## config.mk

```make
export PLATFORM = sky130hd
export DESIGN_NAME = burst_addr_ctl
export DESIGN_NICKNAME = d
export VERILOG_FILES = /design/src/rtl/burst_addr_ctl.sv
export SDC_FILE = /design/constraint.sdc
export NUM_CORES = 1
export LEC_CHECK = 0
export BUFFER_PORTS_ARGS = -buffer_cell sky130_fd_sc_hd__buf_4
export CORE_ASPECT_RATIO = 1.4
export CORE_MARGIN = 10
export CORE_UTILIZATION = 44
export CTS_CLUSTER_SIZE = 16
export DETAILED_ROUTE_END_ITERATION = 8
export PLACE_DENSITY = 0.85
export SYNTH_ARGS = -nofsm -noshare
export SYNTH_HDL_FRONTEND = slang
export SYNTH_SLANG_ARGS = --single-unit
```

## constraint.sdc

```tcl
create_clock -name clk -period 1.5 [get_ports clk]
set_clock_uncertainty 0.15 [all_clocks]
set_input_delay 0.15 -clock clk [delete_from_list [all_inputs] [get_ports clk]]
set_output_delay 0.15 -clock clk [all_outputs]
set_load 0.005 [all_outputs]
```

## src/rtl/burst_addr_ctl.sv

```systemverilog
module burst_addr_ctl #(
  parameter int AW = 18,
  parameter int BW = 2
) (
  input  logic          clk,
  input  logic          rst_n,
  input  logic          clk_en_n,
  input  logic          strobe_cpu_n,
  input  logic          strobe_ctl_n,
  input  logic          cs_main_n,
  input  logic          cs_pos,
  input  logic          cs_neg_n,
  input  logic          step_n,
  input  logic          wr_req,
  input  logic          seq_xor,
  input  logic [AW-1:0] addr_in,
  output logic [AW-1:0] addr_out,
  output logic          op_write,
  output logic          op_valid
);
  localparam int UW = AW - BW;

  logic [UW-1:0] upper_q;
  logic [BW-1:0] low_q, start_q, beat_q;
  logic          wr_q, valid_q;

  wire selected = !cs_main_n && cs_pos && !cs_neg_n;
  wire cpu_go   = !strobe_cpu_n && !cs_main_n;
  wire ctl_go   = !strobe_ctl_n && !cpu_go;
  wire start    = cpu_go || ctl_go;
  wire advance  = !start && valid_q && !step_n;

  wire [BW-1:0] beat_nx = beat_q + 1'b1;
  wire [BW-1:0] low_nx  = seq_xor ? (start_q ^ beat_nx) : (start_q + beat_nx);

  always_ff @(posedge clk) begin
    if (!rst_n) begin
      upper_q <= '0;
      low_q   <= '0;
      start_q <= '0;
      beat_q  <= '0;
      wr_q    <= 1'b0;
      valid_q <= 1'b0;
    end else if (!clk_en_n) begin
      if (start && selected) begin
        upper_q <= addr_in[AW-1:BW];
        low_q   <= addr_in[BW-1:0];
        start_q <= addr_in[BW-1:0];
        beat_q  <= '0;
        wr_q    <= ctl_go && wr_req;
        valid_q <= 1'b1;
      end else if (start) begin
        wr_q    <= 1'b0;
        valid_q <= 1'b0;
      end else if (advance) begin
        beat_q  <= beat_nx;
        low_q   <= low_nx;
      end
    end
  end

  assign addr_out = {upper_q, low_q};
  assign op_write = wr_q;
  assign op_valid = valid_q;
endmodule

```

# --- After elaboration in Yosys (flattened, before gate mapping) ---
# Cells that the tools add are included.
totals:
  regBits: 24
  latchBits: 0
  mem_bits_rw: 0
  mem_bits_ro: 0
  input_bits: 29
  output_inout_bits: 20
  memories: 0
op_classes:
  addsub: 2
  multipliers: 0
  div_mod_pow: 0
  order_cmp: 0
  n_eq_ne: 1
  shifts: 0
  muxes: 10
  n_bitwise: 2
  reduce_logical: 21
op_table:
  columns: ["op", "count"]
  rows:
  - ["2-to-1 mux 2 bit", 7]
  - ["logical AND 1 bit", 8]
  - ["logical NOT 1 bit", 7]
  - ["AND reduction 2 bit", 2]
  - ["nonzero test 2 bit", 2]
  - ["2-to-1 mux 1 bit", 3]
  - ["AND reduction 3 bit", 1]
  - ["adder 2 x 1 -> 2 bit, second input constant", 1]
  - ["adder 2 bit", 1]
  - ["inequality test 2 x 1 -> 1 bit, second input constant", 1]
  - ["bitwise XOR 2 bit", 1]
  - ["logical OR 1 bit", 1]
  - ["NOT 1 bit", 1]

# --- Logic depth before layout (Yosys ltp) ---
# Gate-level depths: netlist of run 1.
depth:
  depth_word: 11
  mapped_depth: 6

# --- Worst setup path before layout of run 1 ---
# No wires, ideal clock.
synth_path:
  path_kind: "register to register"
  startpoint: "register valid_q (netlist: op_valid)"
  endpoint: "register low_q[1]"
  setup_time_ns: 0.083
  arrival_time_ns: 1.170
  t_required_ns: 1.267
  setup_slack_ns: 0.097
  stages_incl_launch_ff: 4
  n_path_buf: 0
  cell_sequence: "dfxtp_1 -> or4b_4 -> a211o_1 -> o221ai_1"
synth_between:
  elab_chain_cells: 4
synth_lines:
  columns: ["item", "line", "text"]
  rows:
  - ["start, declared", "25", "logic wr_q, valid_q;"]
  - ["start signal, assigned", "43", "valid_q <= 1'b0;"]
  - ["start signal, assigned", "51", "valid_q <= 1'b1;"]
  - ["start signal, assigned", "54", "valid_q <= 1'b0;"]
  - ["logical AND 1 bit (2 in series)", "31", "wire advance = !start && valid_q && !step_n;"]
  - ["nonzero test 2 bit (no line)", null, null]
  - ["AND reduction 3 bit (no line)", null, null]
  - ["end signal, assigned", "47", "low_q <= addr_in[BW-1:0];"]
  - ["end signal, assigned", "57", "low_q <= low_nx;"]
  - ["end, declared", "24", "logic [BW-1:0] low_q, start_q, beat_q;"]
# Every way passes these cells.
# A chain may end at the register's enable or synchronous reset.

# --- Worst setup path after layout of run 1 ---
layout_path:
  startpoint: "input port strobe_ctl_n"
  endpoint: "register wr_q (netlist: op_write)"
layout_between:
  elab_chain_cells: 6
  elab_cells_between_ends: 8
  classes_between: "mux: 1; reduce/logical: 7"
layout_lines:
  columns: ["item", "line", "text"]
  rows:
  - ["start, declared", "9", "input logic strobe_ctl_n,"]
  - ["logical NOT 1 bit (*)", "29", "wire ctl_go = !strobe_ctl_n && !cpu_go;"]
  - ["logical AND 1 bit (*)", "29", null]
  - ["logical OR 1 bit", "30", "wire start = cpu_go || ctl_go;"]
  - ["logical AND 1 bit", "45", "if (start && selected) begin"]
  - ["nonzero test 2 bit (no line)", null, null]
  - ["AND reduction 2 bit (no line)", null, null]
  - ["end signal, assigned", "50", "wr_q <= ctl_go && wr_req;"]
  - ["end, declared", "25", null]
# Mark *: on every way between the ends. The rest lies on a longest branch, timed or not.

==> qor.csv, run 1 <==
stage,metric,value,unit
grt,Overall Global Routing Usage,13.7,%
route,remaining antenna violation count after routing,0,
timing,f_max,681,MHz
die,die width,60.4,um
cts,htree depth,1,
place,RD Place Congestion,0.890,
route,drt wl/cell,15.6,um
die,row count,20,
cts,Clock Pin Slew Worst Setup and Hold Paths,0.13,ns
die,Initial Util,46.2,%
route,Detailed Routing Iterations Pass 1,4,
die,die area,0.00463,mm^2
yosys,Mapped Nets,132,
die,die height,76.6,um
grt,grt total ovfl,0,
grt,largest net degree at the start of global routing,16,
grt,initial antenna violation count,0,
timing,final-report hold violation count,0,
timing,Setup TNS,0,ns
grt,first-pass GRT wire length,5.04,mm
timing,Slew HR,74.5,%
timing,minimum clock period,1.47,ns
route,vias per cell,5.17,
finish,Area growth syn-to-layout,66.3,%
die,Core Area,0.00218,mm^2
place,dpl cells,174,
yosys,Synth Instances,102,
yosys,sequential-to-total area share from yosys stat,47.8,%
setup_path,crit path DAT,1.58,ns
finish,Final Non-Filler Cells,199,
setup_path,FF-to-FF Start,op_valid,
timing,RSZ-0062 raised after global routing,no,
setup_path,CP startpoint,strobe_ctl_n,
place,DP HPWL,2.08,mm
cts,buffer levels on the longest clock path,2,
timing,"Period Utilization, post-route",97.8,%
setup_path,"Req. time, crit path",1.61,ns
yosys,Avg Inst Size Synth,9.86,um^2
timing,"Slew Viols, Final",0,
timing,worst-margin pin slew,0.381,ns
yosys,number of synthesized register bits,24,
yosys,Synth Cell Area,0.00101,mm^2
cts,worst skew pair latency,0.32,ns
pwr,power density over the cells,711,mW/mm^2
route,vias,1029,
yosys,ys flop type,dfxtp_1,
cts,CTS sink count,24,
cts,TritonCTS Buffers,3,
grt,number of global-route vias before repair,1082,
yosys,ys async rst share,0,%
finish,ANT cells,0,
yosys,Synth Warn #,0,
setup_path,Crit Path Max Fanout,3,
setup_path,worst r2r path cells,3,
setup_path,Worst setup SP type,input port,
hold_path,HP Start,clk_en_n,
die,I/O pin count,49,
cts,CTS Root Cell,clkbuf_4,
flow_run,Max-cap violations,0,
timing,final setup fails,0,
hold_path,Worst Hold Class,input port to flop,
place,Port Buffers,48,
pwr,Peak supply drop,0.689,mV
hold_path,Hold Crit Depth,4,
route,drt drc,0,
setup_path,Setup CP Type,input port to flop,
finish,share of layout cells above drive strength 1,36.7,%
finish,Nets,208,
outcome,status,completed,
setup_path,kind of end point of the critical path,flop,
route,initial DRC count,19,
route,WL final,3.10,mm
pwr,Leak Pwr,0.869,nW
yosys,number of synthesized flops with an enable pin,0,
cts,clock tree from TritonCTS,built,
yosys,"Distinct cells, synth",27,
-- critical path, cell delays in order --
cell           delay, ns
buf_4               0.13
dlygate4sd3_1       0.54
or4b_1              0.58
a21oi_2             0.18
-- through the flow --
stage          power (mW)  setup slack, ns  cell area [um^2]  util, %  hold slack, ns
6_report             1.19           0.0324              1670     76.8          0.0221
5_1_grt              1.24          0.00771              1670     76.8          0.0315
4_1_cts              1.19           0.0511              1670     76.6          0.0151
3_5_place_dp        0.809           0.0199              1420     65.3           0.236
3_3_place_gp        0.806           0.0813              1420     65.3           0.229
2_1_floorplan       0.716           0.0972              1010        -           0.143
-- sequential cells by signal (all words and copies together) (netlist names) --
register and count:
beat_q 2, start_q 2, op_valid 1, upper_q 16
low_q 2, op_write 1
-- cell usage in the layout, fill, tap and decap left out, drive strengths merged --
master / n
a211o: 1
a21boi: 1
a21oi: 3
a22oi: 1
a31oi: 1
and3: 1
buf: 54
clkbuf: 4
dfxtp: 24
dlygate4sd3: 21
ha: 1
inv: 3
mux2i: 19
nand2: 7
nand2b: 1
nand3: 1
nand3b: 1
nand4: 1
nor2: 20
nor2b: 2
nor4b: 1
o21ai: 2
o221ai: 1
or4b: 2
xnor2: 4
-- cell usage after synthesis, drive strengths merged (2+ instances only) --
library cell | number | area (um^2)
xnor2 | 4 | 35.0
dfxtp | 24 | 480
inv | 3 | 11.3
or4b | 2 | 23.8
nor2 | 20 | 75.1
nor2b | 2 | 12.5
o21ai | 2 | 13.8
mux2i | 19 | 190
nand2 | 7 | 26.3
a21oi | 3 | 18.8
buf | 2 | 10.0
clkbuf | 2 | 7.51
-- worst paths after layout --
kind,slack [ns],to
min,0.02,beat_q[1]
max reg2reg,0.08,low_q[1]
min reg2reg,0.35,op_write
max,0.03,op_write
-- power by group --
group / internal [mW] / switching [mW]
Sequential: 0.648 / 0.00579
Clock: 0.149 / 0.197
Combinational: 0.121 / 0.0687
-- routing by layer --
layer	up-vias	global-route usage (%)	share of wire (%)
met3	4	5.50	9.5
met4	0	6.17	1.1
li1	499	-	-
met1	487	13.8	36
met2	39	23.2	54
met5	-	0	0
-- what timing repair did --
| action | CTS | global route |
|---|---|---|
| setup endpoints to repair | 0 | 2 |
| setup buffers | 0 | 0 |
| resized for setup | 0 | 2 |
| hold endpoints to repair | 22 | 0 |
| hold buffers | 21 | 0 |
-- logic make-up (layout without fill, tap and decap cells) --
group                    after synthesis  count (layout)  share of synthesized area, %
XOR/XNOR                               4               4                          3.48
AO/OA/AOI/OAI                         10              10                          7.09
AND/OR/NAND/NOR                       37              37                          18.7
flip-flops                            24              24                          47.8
multiplexers                          19              19                          18.9
adder cells (fa/ha/maj)                1               1                          1.24
buffers and inverters                  7              82                          2.86
-- area by class of cell --
| class | count | area (um^2) |
|---|---|---|
| Tap cell | 22 | 27.5 |
| Timing Repair Buffer | 75 | 616 |
| Multi-Input combinational cell | 71 | 500 |
| Inverter | 3 | 11.3 |
| Sequential cell | 24 | 482 |
| Clock buffer | 4 | 36.3 |
| Fill cell | 133 | 504 |
No activity file was read; power rests on OpenSTA's default activity.
==> run 2: changes to the inputs <==
- clock period: 1.5 -> 1.4 ns (I/O delays scaled with it)
==> run 2 against run 1 <==
Effect of this change:
- the flow now finishes with violations (hold timing)
- cell area is 2.7% higher
- via count decreased by 4.1%
- cell count is 0.50% higher
- register-to-register slack lost 0.07 ns
==> qor.csv, run 2 (synthesis results as in run 1) <==
stage,metric,value,unit,change
finish,max reg flops,16,,unchanged
timing,hold_ws,-0.0107,ns,was 0.0221 ns
pwr,power density over the cells,828,mW/mm^2,was 711 mW/mm^2
grt,number of global-route vias before repair,1073,,"was 1,082"
outcome,failing checks,hold timing,,
grt,M3 GR Usage,6.17,%,was 5.50%
grt,grt total ovfl,0,,unchanged
finish,"commonest cells after routing, fill and taps aside","buf_4, dfxtp_1, nor2_1, dlygate4sd3_1, mux2i_1",,"was buf_4, dfxtp_1, dlygate4sd3_1"
die,die width,60.4,um,unchanged
grt,met2 Use GR,23.1,%,was 23.2%
hold_path,Worst Hold End,beat_q[1],,unchanged
timing,RSZ-0062 raised after global routing,yes,,was no
die,die area,0.00463,mm^2,unchanged
cts,CTS sink count,24,,unchanged
die,Core Area,0.00218,mm^2,unchanged
timing,"Period Utilization, post-route",99.3,%,
place,dpl cells,176,,was 174
place,Post-DP Area,0.00145,mm^2,was 0.00142 mm^2
route,WL final,3.14,mm,was 3.10 mm
timing,minimum clock period,1.39,ns,
grt,Overall Global Routing Usage,13.6,%,was 13.7%
finish,Nets,209,,was 208
finish,Top reg by flops,upper_q,,unchanged
finish,Area growth syn-to-layout,70.8,%,was 66.3%
place,RD Place Congestion,0.859,,was 0.890
setup_path,Worst setup SP type,flop,,was input port
finish,share of layout cells above drive strength 1,39.9,%,was 36.7%
flow_run,Max-cap violations,0,,unchanged
finish,"commonest non-fill, non-tap cell in the layout",buf_4,,unchanged
setup_path,FF-to-FF Start,beat_q[0],,was op_valid
timing,f_max,720,MHz,
timing,final-report hold violation count,1,,was 0
route,remaining antenna violation count after routing,0,,unchanged
setup_path,crit path DAT,1.46,ns,was 1.58 ns
die,die height,76.6,um,unchanged
route,Detailed Routing Iterations Pass 1,4,,unchanged
grt,first-pass GRT wire length,5.02,mm,was 5.04 mm
setup_path,Crit Path Max Fanout,2,,was 3
grt,initial antenna violation count,0,,unchanged
route,vias,987,,"was 1,029"
pwr,Leak Pwr,0.886,nW,was 0.869 nW
finish,ANT cells,0,,unchanged
grt,M1 GR Usage,14.1,%,was 13.8%
setup_path,r2r endpoint,low_q[1],,unchanged
hold_path,Worst Hold Class,input port to flop,,unchanged
route,drt drc,0,,unchanged
timing,final setup fails,0,,unchanged
die,Initial Util,46.2,%,unchanged
setup_path,worst r2r path cells,6,,was 3
hold_path,Hold Crit Depth,4,,unchanged
grt,largest net degree at the start of global routing,16,,unchanged
setup_path,Setup CP Type,flop to flop,,was input port to flop
finish,Final Non-Filler Cells,200,,was 199
cts,buffer levels on the longest clock path,2,,unchanged
route,vias per cell,4.94,,was 5.17
timing,worst-margin pin slew,0.383,ns,was 0.381 ns
cts,Clock Pin Slew Worst Setup and Hold Paths,0.14,ns,was 0.13 ns
place,Port Buffers,48,,unchanged
place,DP HPWL,2.28,mm,was 2.08 mm
route,drt wl/cell,15.7,um,was 15.6 um
route,initial DRC count,22,,was 19
die,I/O pin count,49,,unchanged
setup_path,Worst R2R Setup Slack,0.01,ns,was 0.08 ns
cts,TritonCTS Buffers,3,,unchanged
cts,worst skew pair latency,0.33,ns,was 0.32 ns
timing,"Slew Viols, Final",0,,unchanged
cts,htree depth,1,,unchanged
finish,post-route cell area,0.00172,mm^2,was 0.00167 mm^2
timing,Slew HR,74.4,%,was 74.5%
timing,Setup TNS,0,ns,unchanged
pwr,Peak supply drop,1.08,mV,was 0.689 mV
setup_path,"Req. time, crit path",1.47,ns,was 1.61 ns
cts,CTS Root Cell,clkbuf_4,,unchanged
cts,clock tree from TritonCTS,built,,unchanged
outcome,status,finished with violations,,was completed
grt,global route hottest layer,met2,,unchanged
die,row count,20,,unchanged
setup_path,kind of end point of the critical path,flop,,unchanged
hold_path,HP Start,step_n,,was clk_en_n
## run 2: cell types whose count changed in the layout (fill, tap and decap cells not counted), sizes merged
cell / change
clkbuf: -1
dlygate4sd3: -1
buf: +2
bufinv: +1
## run 2: through the flow
| stage | utilization, % | setup slack [ns] | power [mW] | hold slack, ns |
|---|---|---|---|---|
| 6_report | 78.9 | 0.0103 | 1.42 | -0.0107 |
| 3_5_place_dp | 66.6 | -0.0102 | 0.876 | 0.230 |
| 4_1_cts | 78.4 | 0.000353 | 1.42 | -0.0139 |
| 2_1_floorplan | - | 0.0225 | 0.767 | 0.133 |
| 5_1_grt | 78.9 | -0.0527 | 1.47 | 0.00730 |
| 3_3_place_gp | 66.6 | 0.00726 | 0.870 | 0.219 |
## run 2: per-layer routing
metal,vias to the layer above,part of all wire [%]
met4,0,0.92
li1,501,-
met2,29,55
met5,-,0
met1,453,37
met3,4,7.6
## run 2: worst max path at each step
| stage | slack [ns] | cells after the start | to | start |
|---|---|---|---|---|
| after floorplan | 0.02 | 6 | low_q[1] | beat_q[0] |
| after global placement | 0.007 | 4 | low_q[1] | clk_en_n |
| after detailed placement | -0.01 | 5 | op_write | cs_main_n |
| after CTS | 0.0004 | 6 | low_q[1] | beat_q[0] |
| after global routing | -0.05 | 6 | low_q[1] | beat_q[0] |
| final | 0.01 | 6 | low_q[1] | beat_q[0] |
## run 2: layout make-up
class | instances | area [um^2]
clock buffers | 3 | 22.5
clock inverters | 1 | 30.0
fillers | 112 | 459
inverters | 3 | 11.3
multi-input cells | 71 | 510
flip-flops and latches | 24 | 483
well taps | 22 | 27.5
repair buffers | 76 | 633
## run 2: power by group
group	total [mW]	switching (mW)	internal (mW)
Combinational	0.209	0.0749	0.134
Sequential	0.701	0.00639	0.695
Clock	0.512	0.222	0.290
Total	1.42	0.303	1.12
## run 2: worst max-delay path, stage by stage (launching register included)
cell	delay [ns]
dfxtp_2	0.36
inv_2	0.04
ha_2	0.15
nor2b_4	0.12
xnor2_1	0.18
xnor2_1	0.15
o221ai_1	0.14
## run 2: repair_timing
| action | 4_1_cts | 5_1_grt |
|---|---|---|
| setup buffers | 0 | 0 |
| gates resized for setup | 2 | 4 |
| setup endpoints to repair | 2 | 3 |
| hold buffers | 20 | 0 |
| endpoints found under the hold margin | 22 | 0 |
| pin swaps | 4 | 5 |
==> run 3: changes to the inputs <==
- ABC_AREA: not set -> 1
- CORE_UTILIZATION: 44 -> 45
- PLACE_DENSITY: 0.85 -> 0.86
==> run 3 against run 2 <==
Effect of this change:
- the run now ends clean
- largest cell class unchanged
- die area increased by 0.92%
- sequential share of layout area increased by 0.66 points
- hold slack better by 0.12 ns
- sequential power rose by 1%
- critical path type unchanged
==> qor.csv, run 3 <==
stage,metric,value,unit,change
timing,final-report hold violation count,0,,was 1
place,DP Worst Slack,-0.0472,ns,was -0.0102 ns
outcome,status,completed,,was finished with violations
die,die area,0.00467,mm^2,was 0.00463 mm^2
cts,Clock Pin Slew Worst Setup and Hold Paths,0.13,ns,was 0.14 ns
pwr,switching pwr,0.300,mW,was 0.303 mW
setup_path,Worst setup SP type,flop,,unchanged
grt,initial antenna violation count,0,,unchanged
timing,minimum clock period,1.32,ns,was 1.39 ns
route,vias,1185,,was 987
route,drt drc,0,,unchanged
cts,htree depth,1,,unchanged
flow_run,Max-cap violations,0,,unchanged
pwr,Flop pwr share,55.1,%,was 49.3%
pwr,Final Power,1.29,mW,was 1.42 mW
yosys,ys async rst share,0,%,unchanged
die,die height,76.9,um,was 76.6 um
cts,TritonCTS Buffers,3,,unchanged
finish,post-route cell area,0.00167,mm^2,was 0.00172 mm^2
timing,"Slew Viols, Final",0,,unchanged
finish,ANT cells,0,,unchanged
finish,"commonest non-fill, non-tap cell in the layout",buf_4,,unchanged
cts,CTS Root Cell,clkbuf_4,,unchanged
place,Post-DP Area,0.00139,mm^2,was 0.00145 mm^2
hold_path,Worst Hold Class,input port to flop,,unchanged
timing,f_max,755,MHz,was 720 MHz
yosys,Synth Warn #,0,,unchanged
yosys,Avg Inst Size Synth,7.50,um^2,was 9.86 um^2
route,WL final,3.27,mm,was 3.14 mm
route,Detailed Routing Iterations Pass 1,4,,unchanged
cts,buffer levels on the longest clock path,2,,unchanged
setup_path,CP startpoint,beat_q[0],,unchanged
setup_path,"Req. time, crit path",1.50,ns,was 1.47 ns
yosys,number of synthesized register bits,24,,unchanged
timing,worst-margin pin slew,0.356,ns,was 0.383 ns
place,RD Place Congestion,0.915,,was 0.859
pwr,Peak supply drop,0.717,mV,was 1.08 mV
finish,Nets,240,,was 209
die,I/O pin count,49,,unchanged
timing,Setup TNS,0,ns,unchanged
setup_path,Setup CP Type,flop to flop,,unchanged
yosys,most frequent cells after synthesis,"nor2_1, dfxtp_1, nand2_1, o21ai_0, inv_1",,"was dfxtp_1, nor2_1, mux2i_1"
yosys,Synth area leaders,"dfxtp_1, nor2_1, o21ai_0",,"was dfxtp_1, mux2i_1, nor2_1"
yosys,"Distinct cells, synth",19,,was 27
cts,CTS sink count,24,,unchanged
finish,"commonest cells after routing, fill and taps aside","buf_4, nor2_1, dfxtp_1",,"was buf_4, dfxtp_1, nor2_1, dlygate4sd3_1, mux2i_1"
cts,worst skew pair latency,0.31,ns,was 0.33 ns
route,vias per cell,5.13,,was 4.94
pwr,Int Power,0.987,mW,was 1.12 mW
timing,"Period Utilization, post-route",94.6,%,was 99.3%
grt,number of global-route vias before repair,1191,,"was 1,073"
pwr,Leak Pwr,0.807,nW,was 0.886 nW
yosys,number of synthesized flops with an enable pin,0,,unchanged
grt,grt total ovfl,0,,unchanged
yosys,share of the synthesized area in the top cell type,46.1,%,was 47.8%
timing,Slew HR,76.2,%,was 74.4%
yosys,sequential-to-total area share from yosys stat,46.1,%,was 47.8%
die,Initial Util,47.3,%,was 46.2%
pwr,combinational share of power,16.9,%,was 14.7%
die,die width,60.7,um,was 60.4 um
yosys,Synth Instances,139,,was 102
yosys,most instantiated library cell after synthesis,nor2_1,,was dfxtp_1
grt,largest net degree at the start of global routing,22,,was 16
setup_path,Crit Path Max Fanout,3,,was 2
grt,Overall Global Routing Usage,14.0,%,was 13.6%
route,initial DRC count,32,,was 22
timing,setup ws final,0.0761,ns,was 0.0103 ns
grt,first-pass GRT wire length,5.39,mm,was 5.02 mm
timing,final setup fails,0,,unchanged
pwr,switching power share of the total,23.3,%,was 21.3%
finish,share of layout cells above drive strength 1,34.9,%,was 39.9%
finish,Area growth syn-to-layout,60.6,%,was 70.8%
yosys,Synth Cell Area,0.00104,mm^2,was 0.00101 mm^2
die,Core Area,0.00220,mm^2,was 0.00218 mm^2
place,Port Buffers,48,,unchanged
yosys,"area leader, netlist",dfxtp_1,,unchanged
pwr,Clk network pwr share,28.0,%,was 36.0%
yosys,ys flop type,dfxtp_1,,unchanged
hold_path,HP Start,step_n,,unchanged
route,remaining antenna violation count after routing,0,,unchanged
finish,Top reg by flops,upper_q,,unchanged
finish,share of the core filled with cells,76.0,%,was 78.9%
setup_path,crit path DAT,1.43,ns,was 1.46 ns
yosys,Mapped Nets,169,,was 132
cts,clock tree from TritonCTS,built,,unchanged
route,drt wl/cell,14.2,um,was 15.7 um
pwr,power density over the cells,768,mW/mm^2,was 828 mW/mm^2
setup_path,kind of end point of the critical path,flop,,unchanged
die,row count,20,,unchanged
setup_path,FF-to-FF Start,beat_q[0],,unchanged
place,DP HPWL,2.25,mm,was 2.28 mm
finish,max reg flops,16,,unchanged
==> run 3: metrics by stage <==
stage | instances | hold slack, ns
finish | 231 | 0.107
floorplan | 139 | 0.125
global route | 231 | 0.137
detailed placement | 204 | 0.224
global placement | 204 | 0.213
CTS | 229 | 0.108
==> run 3: power by group through the flow <==
stage	Sequential [mW]	Combinational [mW]	Clock (mW)
2_1_floorplan	0.723	0.0648	0
3_3_place_gp	0.722	0.158	0
3_5_place_dp	0.723	0.163	0
4_1_cts	0.707	0.210	0.359
5_1_grt	0.711	0.237	0.396
6_report	0.709	0.217	0.360
==> run 3: repair_timing <==
item | 4_1_cts | 5_1_grt
hold buffers | 21 | 0
endpoints found under the hold margin | 19 | 0
gates resized for setup | 0 | 7
setup buffers | 0 | 2
endpoints found under the setup margin | 0 | 2
==> run 3: cells by family after synthesis <==
group,synth area share (%)
AND/OR/NAND/NOR,31.6
AO/OA/AOI/OAI,13.6
flip-flops,46.1
buffers and inverters,7.56
adder cells (fa/ha/maj),1.20
==> run 3: routing by layer <==
layer  vias up  track usage [%]  wire length [um]
met2        45             24.2              1770
met5         -                0                 0
met1       551             14.8              1140
met3         8             3.13               268
li1        581                -                 -
met4         0             6.61                93
==> run 3: area by class of cell <==
type | count | area (um^2)
fill | 150 | 528
inverter | 10 | 37.5
multi-input combinational | 100 | 505
clock buffer | 4 | 36.3
timing repair buffer | 71 | 586
sequential | 24 | 482
tap | 22 | 27.5
==> run 3: worst max-delay path: stages, from the launching register on <==
cell and delay (ns):
dfxtp_2 0.39, inv_2 0.07, ha_4 0.17, nand2_2 0.06
nand2_2 0.05, nand2_1 0.05, nand2_1 0.05, nand3_1 0.06
nand3_1 0.09, a21oi_1 0.14
==> run 3: final timing paths <==
check              endpoint  slack (ns)  cells past startpoint
setup reg to reg   low_q[1]        0.08                      9
hold / removal    beat_q[1]        0.11                      6
setup / recovery   low_q[1]        0.08                      9
hold reg to reg    low_q[1]        0.33                      2
